**src/rtl/ref_divider.sv**
```systemverilog
module ref_divider #(
  parameter int PRE_DIV = 100
) (
  input  logic       clk_ref,
  input  logic       rst_n,
  input  logic [2:0] sel,
  output logic       cmp_pulse,
  output logic       mon_out,
  output logic       cmp_q
);
  localparam int PW   = $clog2(PRE_DIV);
  localparam int HALF = PRE_DIV / 2;
  localparam int QW   = 5;

  function automatic logic [QW-1:0] post_ratio(input logic [2:0] c);
    case (c)
      3'd0: post_ratio = QW'(16);
      3'd1: post_ratio = QW'(8);
      3'd2: post_ratio = QW'(4);
      3'd3: post_ratio = QW'(2);
      3'd4: post_ratio = QW'(20);
      3'd5: post_ratio = QW'(10);
      3'd6: post_ratio = QW'(5);
      default: post_ratio = QW'(1);
    endcase
  endfunction

  logic [PW-1:0] pre_cnt;
  logic [QW-1:0] post_cnt;
  logic [2:0]    act_code;

  wire pre_tick  = pre_cnt == PW'(PRE_DIV - 1);
  wire mon_flip  = pre_tick || (pre_cnt == PW'(HALF - 1));
  wire opening   = (pre_cnt == '0) && (post_cnt == '0);
  wire post_last = post_cnt == QW'(post_ratio(act_code) - QW'(1));
  wire wrap      = pre_tick && post_last;

  always_ff @(posedge clk_ref or negedge rst_n) begin
    if (!rst_n) begin
      pre_cnt   <= '0;
      post_cnt  <= '0;
      act_code  <= '0;
      cmp_pulse <= 1'b0;
      cmp_q     <= 1'b0;
      mon_out   <= 1'b0;
    end else begin
      pre_cnt   <= pre_tick ? '0 : pre_cnt + PW'(1);
      if (pre_tick) post_cnt <= post_last ? '0 : post_cnt + QW'(1);
      if (opening) act_code <= sel;
      cmp_pulse <= wrap;
      cmp_q     <= cmp_pulse;
      if (mon_flip) mon_out <= ~mon_out;
    end
  end
endmodule


```
**config.mk**
```make
export PLATFORM = sky130hd
export DESIGN_NAME = ref_divider
export DESIGN_NICKNAME = d
export VERILOG_FILES = /design/src/rtl/ref_divider.sv
export SDC_FILE = /design/constraint.sdc
export NUM_CORES = 1
export LEC_CHECK = 0
export BUFFER_PORTS_ARGS = -buffer_cell sky130_fd_sc_hd__clkbuf_2
export CAP_MARGIN = 40
export CORE_UTILIZATION = 52
export CTS_BUF_LIST = sky130_fd_sc_hd__clkbuf_16
export DETAILED_ROUTE_END_ITERATION = 16
export PLACE_DENSITY_LB_ADDON = 0.15
export RECOVER_POWER = 50
export SLEW_MARGIN = 20
export SYNTH_ARGS = -nofsm -noshare
export SYNTH_HDL_FRONTEND = slang
export SYNTH_SLANG_ARGS = --single-unit
```
**constraint.sdc**
```tcl
create_clock -name clk_ref -period 1.6 [get_ports clk_ref]
set_input_delay 0.16 -clock clk_ref [delete_from_list [all_inputs] [get_ports clk_ref]]
set_output_delay 0.16 -clock clk_ref [all_outputs]
set_load 0.01 [all_outputs]
```
==> impl_table.tex <==
\begin{tabular}{lr}
\hline
Metric & Value \\
\hline
\multicolumn{2}{l}{\textbf{Outcome}} \\
Result of the run & finished with violations \\
Violated checks & negative setup slack \\
\multicolumn{2}{l}{\textbf{Die}} \\
Total Die Area & about 0.0022 sq mm \\
I/O Pins & 8 \\
Width of the die & 46.7 um \\
Core area & 0.00180 sq mm \\
Starting density of the core & 57.6\% \\
Die height & 46.7 um \\
Number of placement rows & 15 \\
\multicolumn{2}{l}{\textbf{Clocking}} \\
Latest clock arrival within the worst-skew pair & 0.24 ns \\
Buffer cell driving the clock tree root & sky130\_fd\_sc\_hd\_\_clkbuf\_16 \\
Max H-tree Level & 1 \\
CTS clk-pin slew, worst paths & 0.05 ns \\
Largest buffer count on any clock path & 2 \\
CTS tree & built \\
Count of clock tree sinks & 18 \\
Number of buffers created by CTS & 3 \\
\multicolumn{2}{l}{\textbf{Power}} \\
P per Cell Area & 790 mW/mm\^{}2 \\
Leakage power figure & between 0.6 and 0.7 nW \\
Worst supply voltage drop on vdd & 0.534 mV \\
\multicolumn{2}{l}{\textbf{Hold path}} \\
Worst min-delay path startpoint & sel[2] \\
Hold Crit Depth & 2 \\
Min-delay worst type & input port to register \\
End point of the worst hold path & act\_code[2]\$\_DFFE\_PN0P\_ \\
\multicolumn{2}{l}{\textbf{Finish}} \\
Synth-to-layout area growth & 30.9\% \\
Final Non-Filler Cells & 149 \\
Diode count & 0 \\
Share of post-route cells with drive strength above 1 & between 30\% and 40\% \\
Net total in the final layout & 137 \\
Finished Core Util & about three quarters \\
\multicolumn{2}{l}{\textbf{GRT}} \\
Grt total ovfl & 0 \\
Number of global-route vias before repair & $\sim$830 \\
Overall routing resource usage & 26.1\% \\
Number of antenna violations at the first check in global routing & 0 \\
First-pass GRT wire length & approximately 3900 um \\
Largest net degree at the start of global routing & 19 \\
\multicolumn{2}{l}{\textbf{Yosys}} \\
Yosys warnings & 0 \\
Post-synth top cells & 18 x sky130\_fd\_sc\_hd\_\_dfrtp\_1, 8 x sky130\_fd\_sc\_hd\_\_nand3\_1, 8 x sky130\_fd\_sc\_hd\_\_xnor2\_1, 7 x sky130\_fd\_sc\_hd\_\_nor2\_1 \\
Post-synthesis instance area & between 0.001 and 0.0015 sq mm \\
Number of synthesized flops with an enable pin & 0 \\
Avg Inst Size Synth & 10.2 sq um \\
Most frequent cell after synthesis & sky130\_fd\_sc\_hd\_\_dfrtp\_1 \\
Cells taking the most area after synthesis & sky130\_fd\_sc\_hd\_\_dfrtp\_1 43\%, sky130\_fd\_sc\_hd\_\_ha\_1 7.2\%, sky130\_fd\_sc\_hd\_\_xnor2\_1 6.8\%, sky130\_fd\_sc\_hd\_\_xor2\_1 5.1\%, sky130\_fd\_sc\_hd\_\_nand3\_1 3.9\% \\
Mapped Cells & approximately 100 \\
Number of distinct standard cells referenced by the synthesized netlist & 32 \\
Post-Syn Nets & 113 \\
Proportion of synthesized chip area in sequential cells & 43.4\% \\
Synth top area share & a little over two fifths \\
Cell accounting for the most synthesized area & sky130\_fd\_sc\_hd\_\_dfrtp\_1 \\
Post-synth ARST share & 100\% \\
Top FF cell, synth & sky130\_fd\_sc\_hd\_\_dfrtp\_1 \\
Total of flip-flops plus latches after synthesis & 18 \\
\multicolumn{2}{l}{\textbf{Route}} \\
Remaining antenna violation count & 0 \\
Detailed router's first-iteration violation count & 37 \\
Via density per instance & 5.81 \\
Length of the first detailed-routing pass in iterations & 4 \\
Count of vias placed by the detailed router & 866 \\
Routed len/inst & 16.6 um \\
Number of remaining DRC errors & 0 \\
Routed WL & 2470 um \\
\multicolumn{2}{l}{\textbf{STA}} \\
Slew HR & a little over a third \\
Number of failing setup endpoints in the final timing report & 6 \\
Final Max Tran Viols & 0 \\
Unrepaired setup endpoints after global routing & yes \\
Worst setup margin & -0.223 ns \\
Worst-case clock skew & between 0.0015 and 0.002 ns \\
Worst Max-Slew Pin Slew & 0.979 ns \\
Final clock period utilization by the worst path & 114\% \\
Minimum period implied by the final worst setup slack & 1.82 ns \\
Highest attainable clock frequency & 549 MHz \\
Final hold violation count & 0 \\
\multicolumn{2}{l}{\textbf{Worst setup path}} \\
Worst Path Required & about 1.8 ns \\
Arrival time at the worst endpoint & 1.99 ns \\
Path depth of the worst reg2reg path & 8 \\
Delay of the slowest cell on the worst path & about 0.40 ns \\
Critical Path Start Type & register \\
Cell family with the largest share of critical-path delay & simple AND/OR/NAND/NOR gates \\
Maximum net fanout on the critical path & 3 \\
Reg2reg start & act\_code[1]\$\_DFFE\_PN0P\_ \\
Crit path capture type & register \\
Classification of the worst setup path & register to register \\
Number of stages on the worst setup path & 8 \\
FF-to-FF setup slack & -0.22 ns \\
Sum of buffers and inverters on the critical path & 1 \\
Cells traversed along the worst timing path & xor2\_1 > nand2\_1 > ha\_4 > xnor2\_4 > o221a\_1 > buf\_4 > nor2\_2 > and4bb\_1 \\
Worst flop-to-flop path endpoint & cmp\_pulse\$\_DFF\_PN0\_ \\
Cell with the largest stage delay on the worst path & sky130\_fd\_sc\_hd\_\_dfrtp\_1 \\
\multicolumn{2}{l}{\textbf{Placed design}} \\
Placed cell count & 140 \\
Post-DP HPWL & 1430 um \\
Port buffer count & 7 \\
Final estimated routing congestion in global placement & 0.801 \\
\multicolumn{2}{l}{\textbf{Run}} \\
Number of violations of the max-capacitance limit & 0 \\
\hline
\end{tabular}
-- worst max-delay path by stage --
stage | startpoint | end | slack [ns]
6_report | act_code[1]$_DFFE_PN0P_ | cmp_pulse$_DFF_PN0_ | -0.22
5_1_grt | act_code[1]$_DFFE_PN0P_ | post_cnt[1]$_DFFE_PN0N_ | -0.27
4_1_cts | act_code[1]$_DFFE_PN0P_ | post_cnt[1]$_DFFE_PN0N_ | -0.13
3_5_place_dp | act_code[2]$_DFFE_PN0P_ | cmp_pulse$_DFF_PN0_ | -0.29
3_3_place_gp | act_code[2]$_DFFE_PN0P_ | post_cnt[1]$_DFFE_PN0N_ | -0.18
2_1_floorplan | act_code[2]$_DFFE_PN0P_ | cmp_pulse$_DFF_PN0_ | -0.15
-- routing by layer --
metal	wire (um)	global-route usage [%]
met1	1080	34.5
met2	1230	41.4
met3	105	4.31
met4	53	12.0
met5	0	0
-- kinds of logic (layout without fill, tap and decap cells) --
kind of cell    count (synthesis)  after routing  synth area share, %
simple gates                   33             33                 17.9
flops                          18             18                 43.4
compound gates                 17             17                 11.0
xor+xnor                       14             14                 11.8
buf+inv                        11             33                 5.43
fa+ha+maj                       6              6                 7.24
mux                             3              3                 3.26
-- flip-flops by register name (all words and copies together) (netlist names) --
register / cells
post_cnt: 5
mon_out: 1
cmp_pulse: 1
cmp_q: 1
act_code: 3
pre_cnt: 7
-- report_power, final --
group          internal [W]  switching [W]
sequential         0.000460     0.00000345
clock              0.000328       0.000161
combinational     0.0000604      0.0000590
-- through the flow --
stage / worst slack (ns) / hold WS (ns) / instance area [sq um] / setup TNS, ns / total power [W]
2_1_floorplan: -0.147 / -0.136 / 1050 / -0.702 / 0.000517
3_3_place_gp: -0.183 / 0.120 / 1160 / -1.02 / 0.000541
3_5_place_dp: -0.290 / 0.130 / 1160 / -1.49 / 0.000543
4_1_cts: -0.133 / 0.136 / 1340 / -0.726 / 0.00107
5_1_grt: -0.275 / 0.156 / 1360 / -1.61 / 0.00111
6_report: -0.223 / 0.148 / 1360 / -1.20 / 0.00107
-- placed cells by master (no fill, tap or decap), types with 4 or more instances in the layout --
cell                        n
sky130_fd_sc_hd__a31oi_1    5
sky130_fd_sc_hd__xnor2_1    6
sky130_fd_sc_hd__nor2_1     6
sky130_fd_sc_hd__ha_1       5
sky130_fd_sc_hd__clkbuf_2   6
sky130_fd_sc_hd__a21oi_1    4
sky130_fd_sc_hd__nand3_1    7
sky130_fd_sc_hd__xor2_1     6
sky130_fd_sc_hd__buf_4     17
sky130_fd_sc_hd__dfrtp_1   18
sky130_fd_sc_hd__inv_1      5
-- area by class of cell --
cell class,instances,area (sq um)
Inverter,5,18.8
Timing Repair Buffer,25,171
Fill cell,116,444
Sequential cell,18,450
Multi-Input combinational cell,73,611
Tap cell,25,31.3
Clock buffer,3,75.1
-- repair_timing --
action | 4_1_cts | 5_1_grt
gates resized for setup | 9 | 4
hold buffers | 1 | 0
setup endpoints to repair | 6 | 10
endpoints found under the hold margin | 18 | 0
pin swaps | 7 | 1
setup buffers | 5 | 0
Power figures use the tool's default switching activity.
